### src/rtl/twi_shift_pkg.sv
package twi_shift_pkg;
  localparam logic [1:0] ADDR_CTRL = 2'd0;
  localparam logic [1:0] ADDR_STAT = 2'd1;
  localparam logic [1:0] ADDR_DATA = 2'd2;

  typedef struct packed {
    logic [2:0] spare;
    logic       sda_oe;
    logic [1:0] wmode;
    logic       ovf_ie;
    logic       start_ie;
  } ctrl_t;
endpackage

### src/rtl/twi_line_watch.sv
module twi_line_watch (
  input  logic clk,
  input  logic rst_n,
  input  logic scl_i,
  input  logic sda_i,
  output logic scl_rise,
  output logic scl_fall,
  output logic start_det,
  output logic stop_det
);
  logic scl_q, sda_q;

  always_ff @(posedge clk) begin
    if (!rst_n) begin
      scl_q <= 1'b1;
      sda_q <= 1'b1;
    end else begin
      scl_q <= scl_i;
      sda_q <= sda_i;
    end
  end

  assign scl_rise  = scl_i & ~scl_q;
  assign scl_fall  = ~scl_i & scl_q;
  assign start_det = scl_i & scl_q & sda_q & ~sda_i;
  assign stop_det  = scl_i & scl_q & ~sda_q & sda_i;
endmodule

### src/rtl/twi_edge_counter.sv
module twi_edge_counter #(
  parameter int CNT_W = 4
) (
  input  logic             clk,
  input  logic             rst_n,
  input  logic             load,
  input  logic [CNT_W-1:0] load_val,
  input  logic             tick,
  output logic [CNT_W-1:0] cnt,
  output logic             wrap
);
  localparam logic [CNT_W-1:0] TOP = {CNT_W{1'b1}};

  assign wrap = tick & ~load & (cnt == TOP);

  always_ff @(posedge clk) begin
    if (!rst_n)    cnt <= '0;
    else if (load) cnt <= load_val;
    else if (tick) cnt <= cnt + 1'b1;
  end

  assert_wrap_R3: assert property (@(posedge clk) disable iff (!rst_n)
    (tick && !load && cnt == TOP) |=> (cnt == '0));
  assert_load_R7: assert property (@(posedge clk) disable iff (!rst_n)
    load |=> (cnt == $past(load_val)));
endmodule

### src/rtl/twi_shift_reg.sv
module twi_shift_reg #(
  parameter int W = 8
) (
  input  logic         clk,
  input  logic         rst_n,
  input  logic         load,
  input  logic [W-1:0] load_val,
  input  logic         shift,
  input  logic         bit_in,
  output logic [W-1:0] q
);
  always_ff @(posedge clk) begin
    if (!rst_n)     q <= '0;
    else if (load)  q <= load_val;
    else if (shift) q <= {q[W-2:0], bit_in};
  end

  assert_shift_R2: assert property (@(posedge clk) disable iff (!rst_n)
    (shift && !load) |=> (q == {$past(q[W-2:0]), $past(bit_in)}));
  assert_hold_R2: assert property (@(posedge clk) disable iff (!rst_n)
    (!shift && !load) |=> $stable(q));
endmodule

### src/rtl/twi_shift_unit.sv
module twi_shift_unit #(
  parameter int DATA_W = 8
) (
  input  logic              clk,
  input  logic              rst_n,
  input  logic              scl_i,
  input  logic              sda_i,
  output logic              scl_low_o,
  output logic              sda_low_o,
  output logic              irq_o,
  input  logic [1:0]        reg_addr,
  input  logic              reg_wr,
  input  logic [DATA_W-1:0] reg_wdata,
  output logic [DATA_W-1:0] reg_rdata
);
  import twi_shift_pkg::*;

  localparam int CNT_W = $clog2(2 * DATA_W);
  localparam int FLG   = DATA_W - 1;

  ctrl_t ctrl;
  logic scl_rise, scl_fall, start_det, stop_det;
  logic [CNT_W-1:0]  cnt;
  logic              wrap;
  logic [DATA_W-1:0] data;
  logic start_f, ovf_f, stop_f, coll_f;
  logic ctrl_wr, stat_wr, data_wr, coll_det;

  assign ctrl_wr = reg_wr && reg_addr == ADDR_CTRL;
  assign stat_wr = reg_wr && reg_addr == ADDR_STAT;
  assign data_wr = reg_wr && reg_addr == ADDR_DATA;

  twi_line_watch u_watch (
    .clk(clk), .rst_n(rst_n), .scl_i(scl_i), .sda_i(sda_i),
    .scl_rise(scl_rise), .scl_fall(scl_fall),
    .start_det(start_det), .stop_det(stop_det)
  );

  twi_edge_counter #(.CNT_W(CNT_W)) u_cnt (
    .clk(clk), .rst_n(rst_n), .load(stat_wr), .load_val(reg_wdata[CNT_W-1:0]),
    .tick(scl_rise | scl_fall), .cnt(cnt), .wrap(wrap)
  );

  twi_shift_reg #(.W(DATA_W)) u_shift (
    .clk(clk), .rst_n(rst_n), .load(data_wr), .load_val(reg_wdata),
    .shift(scl_rise), .bit_in(sda_i), .q(data)
  );

  assign coll_det = scl_rise & ctrl.sda_oe & (data[DATA_W-1] != sda_i);

  always_ff @(posedge clk) begin
    if (!rst_n) begin
      ctrl    <= '0;
      start_f <= 1'b0;
      ovf_f   <= 1'b0;
      stop_f  <= 1'b0;
      coll_f  <= 1'b0;
    end else begin
      if (ctrl_wr) ctrl <= ctrl_t'(reg_wdata[7:0]);
      if (start_det)                      start_f <= 1'b1;
      else if (stat_wr && reg_wdata[FLG]) start_f <= 1'b0;
      if (wrap)                             ovf_f <= 1'b1;
      else if (stat_wr && reg_wdata[FLG-1]) ovf_f <= 1'b0;
      if (stop_det)                          stop_f <= 1'b1;
      else if (stat_wr && reg_wdata[FLG-2])  stop_f <= 1'b0;
      if (coll_det)                          coll_f <= 1'b1;
      else if (stat_wr && reg_wdata[FLG-3])  coll_f <= 1'b0;
    end
  end

  assign scl_low_o = ctrl.wmode[1] & (start_f | (ctrl.wmode[0] & ovf_f));
  assign sda_low_o = ctrl.sda_oe & ~data[DATA_W-1];
  assign irq_o     = (ctrl.start_ie & start_f) | (ctrl.ovf_ie & ovf_f);

  always_comb begin
    unique case (reg_addr)
      ADDR_CTRL: reg_rdata = DATA_W'(ctrl);
      ADDR_STAT: reg_rdata = DATA_W'({start_f, ovf_f, stop_f, coll_f, cnt});
      ADDR_DATA: reg_rdata = data;
      default:   reg_rdata = '0;
    endcase
  end

  assert_start_hold_R6: assert property (@(posedge clk) disable iff (!rst_n)
    (start_det && ctrl.wmode[1] && !ctrl_wr) |=> scl_low_o);
  assert_start_irq_R4: assert property (@(posedge clk) disable iff (!rst_n)
    (start_det && ctrl.start_ie && !ctrl_wr) |=> irq_o);
  assert_clear_start_R7: assert property (@(posedge clk) disable iff (!rst_n)
    (stat_wr && reg_wdata[FLG] && !start_det) |=> !start_f);
  assert_keep_stop_R7: assert property (@(posedge clk) disable iff (!rst_n)
    (stat_wr && !reg_wdata[FLG-2] && stop_f) |=> stop_f);
  assert_ack_drive_R8: assert property (@(posedge clk) disable iff (!rst_n)
    (data_wr && !reg_wdata[DATA_W-1] && ctrl.sda_oe && !ctrl_wr) |=> sda_low_o);
  assert_ovf_irq_R10: assert property (@(posedge clk) disable iff (!rst_n)
    (wrap && ctrl.ovf_ie && !ctrl_wr) |=> irq_o);
endmodule

### config.mk
export PLATFORM = sky130hd
export DESIGN_NAME = twi_shift_unit
export DESIGN_NICKNAME = d
export VERILOG_FILES = /design/src/rtl/twi_shift_pkg.sv /design/src/rtl/twi_line_watch.sv /design/src/rtl/twi_edge_counter.sv /design/src/rtl/twi_shift_reg.sv /design/src/rtl/twi_shift_unit.sv
export SDC_FILE = /design/constraint.sdc
export NUM_CORES = 1
export LEC_CHECK = 0
export BUFFER_PORTS_ARGS = -buffer_cell sky130_fd_sc_hd__clkbuf_2
export CAP_MARGIN = 20
export CORE_MARGIN = 1
export CORE_UTILIZATION = 40
export CTS_CLUSTER_SIZE = 24
export DETAILED_ROUTE_END_ITERATION = 16
export PLACE_DENSITY_LB_ADDON = 0.12
export SYNTH_ARGS = -nofsm -noshare
export SYNTH_HDL_FRONTEND = slang
export SYNTH_SLANG_ARGS = --single-unit
### constraint.sdc
create_clock -name clk -period 3.35 [get_ports clk]
set_input_delay 0.5025 -clock clk [delete_from_list [all_inputs] [get_ports clk]]
set_output_delay 0.5025 -clock clk [all_outputs]
set_load 0.03 [all_outputs]
### Word-level counts from Yosys, hierarchy flattened

Cells that the tools add are included.

* $add $sub $neg: 1
* equal/unequal tests: 4
* muxes and demuxes: 13
* bitwise logic cells: 25
* reduce and logical (&&, ||, !) cells: 14

Operators with widths (number)
* $pmux W8 S3: 1
* $and A1 B1 Y1: 16
* $mux W8: 2
* $reduce_bool A2 Y1: 6
* $mux W1: 8
* $mux W4: 2
* $logic_and A1 B1 Y1: 7
* $not A1 Y1: 6
* $add A4 B1 Y4 const B: 1
* $eq A4 B4 Y1 const B: 1
* $or A1 B1 Y1: 3
* $eq A2 B1 Y1 const B: 1
* $eq A2 B2 Y1 const B: 1
* $logic_not A2 Y1: 1
* $ne A1 B1 Y1: 1

* flip-flop bits (word level): 26
* input bits: 15
* output and inout bits: 11
* word-level logic and storage cells: 70

### Depth between registers and ports, before layout

* depth after elaboration: 6
* mapped depth: 5
* depth with buffers taken out: 5

### Hierarchy

A second synthesis with hierarchy kept.

* cells, all modules: 148
* area total of the unflattened synthesis: 1458.9 µm²

Modules (own cells, without submodules)
* twi_shift_unit: times used 1, cells an instance 81, area each 730.7 µm², sequential area each 240.2 µm²
* twi_shift_reg: times used 1, cells an instance 35, area each 440.4 µm², sequential area each 160.2 µm²
* twi_edge_counter: times used 1, cells an instance 24, area each 202.7 µm², sequential area each 80.1 µm²
* twi_line_watch: times used 1, cells an instance 8, area each 85.1 µm², sequential area each 40.0 µm²

### Least setup slack after synthesis

OpenSTA, ideal clock, no wires.

* path kind: input -> output
* start: input port reg_addr[0]
* end: output port reg_rdata[2]
* arrival: 1.432 ns
* required time: 2.847 ns
* slack: 1.415 ns
* stages on the path: 3
* buffers on the path: 1
* cells stage by stage: buf_6 mux2i_1 o21ai_0

* cells in the longest elaborated chain, start to end: 2
* elaborated cells between the ends (all ways): 4
* those cells by class: eq/ne (2); mux (1); reduce/logical (1)

Ends and longest elaborated chain
* start: declaration: line twi_shift_unit.sv:11 `input logic [1:0] reg_addr,`
* $eq A2 B2 Y1, or another cell as far along: line twi_shift_unit.sv:76 `unique case (reg_addr)`
* $pmux W8 S3 *: line twi_shift_unit.sv:76
* end: declaration: line twi_shift_unit.sv:14 `output logic [DATA_W-1:0] reg_rdata`

Mark *: on every way between the ends. The rest lies on a longest branch, timed or not.

### Worst setup path after layout

* start: input port reg_addr[0]
* end: output port reg_rdata[3]

The elaborated chain is that of the path after synthesis.

==> qor.csv <==
metric;value;unit
Syn Inst Count;145;
Setup Fix Bufs, Post-CTS;0;
largest net degree at the start of global routing;23;
Top cell by count, worst path;clkbuf_2;
Distinct cells, synth;27;
Synth top cells by count;26 x dfxtp_1, 26 x mux2i_1, 19 x nor2_1, 10 x a211oi_2, 9 x nand2_1;
met2 usage;0.2606;
hold path startpoint;scl_i;
critical path class;in2out;
initial antenna violation count;0;
Max IR drop VDD;0.0001430;V
Cell Area, Synth;1388;um^2
DIE AREA;3708;um^2
compound-cell area share of the yosys netlist;0.1704;
mux contribution to synthesized area;0.1876;
Power Density;398.0;nW/um^2
Post-DP HPWL;2230;um
CTS tree;done;
Hold WC Path Type;in2reg;
Worst-Skew Late Latency;330;ps
Synth Area in Adders;0.02705;
number of enable flip-flop cells after synthesis;0;
Worst R2R End;u_shift.q[6]$_SDFFE_PN0P_;
clock skew;8.976;ps
post-synthesis area per instance;9.570;um^2
Initial Util;0.4158;
Crit. End Element;output port;
reg2reg path depth;4;
cell area after layout;1536;um^2
DRT antenna net count;0;
Worst EP required;2850;ps
die width;60.90;um
M3 GR Usage;0.01919;
Vias per Instance;5.043;
CTS Root Cell;clkbuf_4;
largest family of logic cells by synthesized area;multiplexers;
I/O Buffers;25;
layout cells sized above 1;0.2606;
final cell count without fillers;211;
maximum clock insertion buffer count;2;
num ports;26;
clock transition at the registers of the reported paths;140;ps
Synth area leaders;dfxtp_1 38%, mux2i_1 19%, a211oi_2 9.0%;
Pins Over Slew Limit;0;
cts bufs inserted;3;
GPL Wtd Cong;0.7482;
Final Util;0.4604;
Setup WS post-layout;1198;ps
vias in the first global route;966;
worst reg2reg startpoint;u_watch.scl_q$_SDFF_PN1_;
Final min period;2152;ps
n_diodes;0;
Die Y;60.90;um
CP max-delay cell;nor2b_1;
xor and xnor fraction of the mapped netlist area;0.02525;
post-cts resize count;0;
nets;184;
largest area contributor in the netlist;dfxtp_1;
DR vias;1064;
CP Cell Sequence;clkbuf_2 -> nor2b_1 -> nand2_1 -> o21ai_1 -> clkbuf_2;
Overflow after GRT;0;
area grow syn2layout;10.73;%
Placed Area;1500;um^2
crit path launch;reg_addr[0];
f_max;464.6;MHz
Core Area;3337;um^2
Worst-Margin Slew;934.0;ps
final hold vios;0;
GRT busiest layer;met1;
relative slew slack;0.3767;
htree depth;1;
final setup TNS;0;ps
Simple-Gate Fraction of Synth Area;0.1479;
fraction of registers with async set/reset;0;
yosys warns;0;
FILL cells;342;
met1 Resource Use GR;0.2620;
drt first pass iters;4;
crit path capture;reg_rdata[3];
flop2flop setup slack;1940;ps
crit-path max FO;12;
Post-CTS Hold Buffers;0;
Iteration-0 DRC Markers;64;
Max Cap Viol;0;
run status;finished clean;
Placed Cells;207;
routed wire length;2960;um
drt drc;0;
RSZ-0062 raised after global routing;no;
Top FF cell, synth;dfxtp_1;
clk sinks;26;
GRT Total Usage;0.1761;
flops & latches, synth;26;
Arr. time, crit path;1650;ps
final setup fails;0;
slowest stage delay, CP;470;ps
Seq/Total Area, Yosys;0.3751;
wire per inst;14.03;um
site row count;21;
Startpoint Class;primary input;
Pleak;0.6333;nW
global-route wire length before repair;4747;um
area fraction of the dominant cell type after synthesis;0.3751;
Net Count, Synth;163;
pre-CTS WS;1189;ps
post-route clock period utilization;0.6425;
==> report_power, final <==
group          switching [mW]  leakage, nW  internal (mW)
logic                  0.0626        0.400         0.0438
registers              0.0152        0.213          0.326
clock network          0.0974       0.0210         0.0665
==> placed cells by master, fill, tap and decap left out <==
| cell type | synthesis | final |
|---|---|---|
| nand4b_1 | 1 | 1 |
| a211oi_2 | 10 | 10 |
| clkbuf_2 | 1 | 25 |
| nand2_1 | 9 | 9 |
| inv_1 | 6 | 6 |
| a22o_1 | 1 | 1 |
| clkbuf_8 | 0 | 1 |
| nand3_1 | 1 | 1 |
| xnor2_1 | 2 | 2 |
| xor2_1 | 2 | 2 |
| o21ai_0 | 5 | 5 |
| nor2_1 | 19 | 19 |
| nand3b_2 | 2 | 2 |
| nor2b_1 | 4 | 4 |
| a21oi_1 | 5 | 5 |
| clkbuf_4 | 0 | 3 |
| ha_1 | 3 | 3 |
| nand4_1 | 1 | 1 |
| o211ai_2 | 1 | 1 |
| dfxtp_1 | 26 | 26 |
| nand2b_1 | 2 | 2 |
| nor3b_2 | 1 | 1 |
| nand3b_1 | 1 | 1 |
| mux2i_1 | 26 | 26 |
| o21ai_1 | 8 | 8 |
==> per-stage QoR <==
step,hold slack (ps),power [mW]
after floorplan,430.4,0.4254
after global placement,440.8,0.4528
after detailed placement,453.4,0.4545
after CTS,392.0,0.6164
after global routing,393.9,0.6422
final,399.5,0.6115
==> critical path, delay by kind of cell <==
kind / cells / cell delay [ps]
and+or+nand+nor: 2 / 570
buffers and inverters: 2 / 470
AOI/OAI and AO/OA: 1 / 110
==> logic make-up (layout without fill, tap and decap cells) <==
family | Yosys count | count (layout)
compound gates | 30 | 30
xor+xnor | 4 | 4
fa+ha+maj | 3 | 3
buf+inv | 15 | 35
flops | 26 | 26
mux | 26 | 26
simple gates | 41 | 41
==> metal layers <==
metal  wire length (um)  part of all wire
met5                  0                 0
met4                 13            0.0044
met3                 60             0.020
met2               1292              0.44
met1               1593              0.54
==> worst min-delay path by stage <==
stage | end | depth (start not counted)
after detailed placement | start_f$_SDFFE_PN0P_ | 2
after CTS | u_watch.scl_q$_SDFF_PN1_ | 2
after floorplan | start_f$_SDFFE_PN0P_ | 2
final | u_watch.scl_q$_SDFF_PN1_ | 2
after global placement | start_f$_SDFFE_PN0P_ | 2
after global routing | u_watch.scl_q$_SDFF_PN1_ | 2
==> state kept, by name, indices dropped and copies added, names as in the netlist <==
register / flops
u_shift.q: 8
ovf_f: 1
start_f: 1
coll_f: 1
u_watch.scl_q: 1
stop_f: 1
u_cnt.cnt: 4
ctrl: 8
u_watch.sda_q: 1
==> layout make-up <==
type,count,area (um^2),area share
clock buffers,4,36.28,0.02362
inverters,6,22.52,0.01466
multi-input cells,104,774.5,0.5041
flip-flops and latches,26,520.5,0.3388
well taps,46,57.56,0.03746
repair buffers,25,125.1,0.08143
Power figures use the tool's default switching activity.
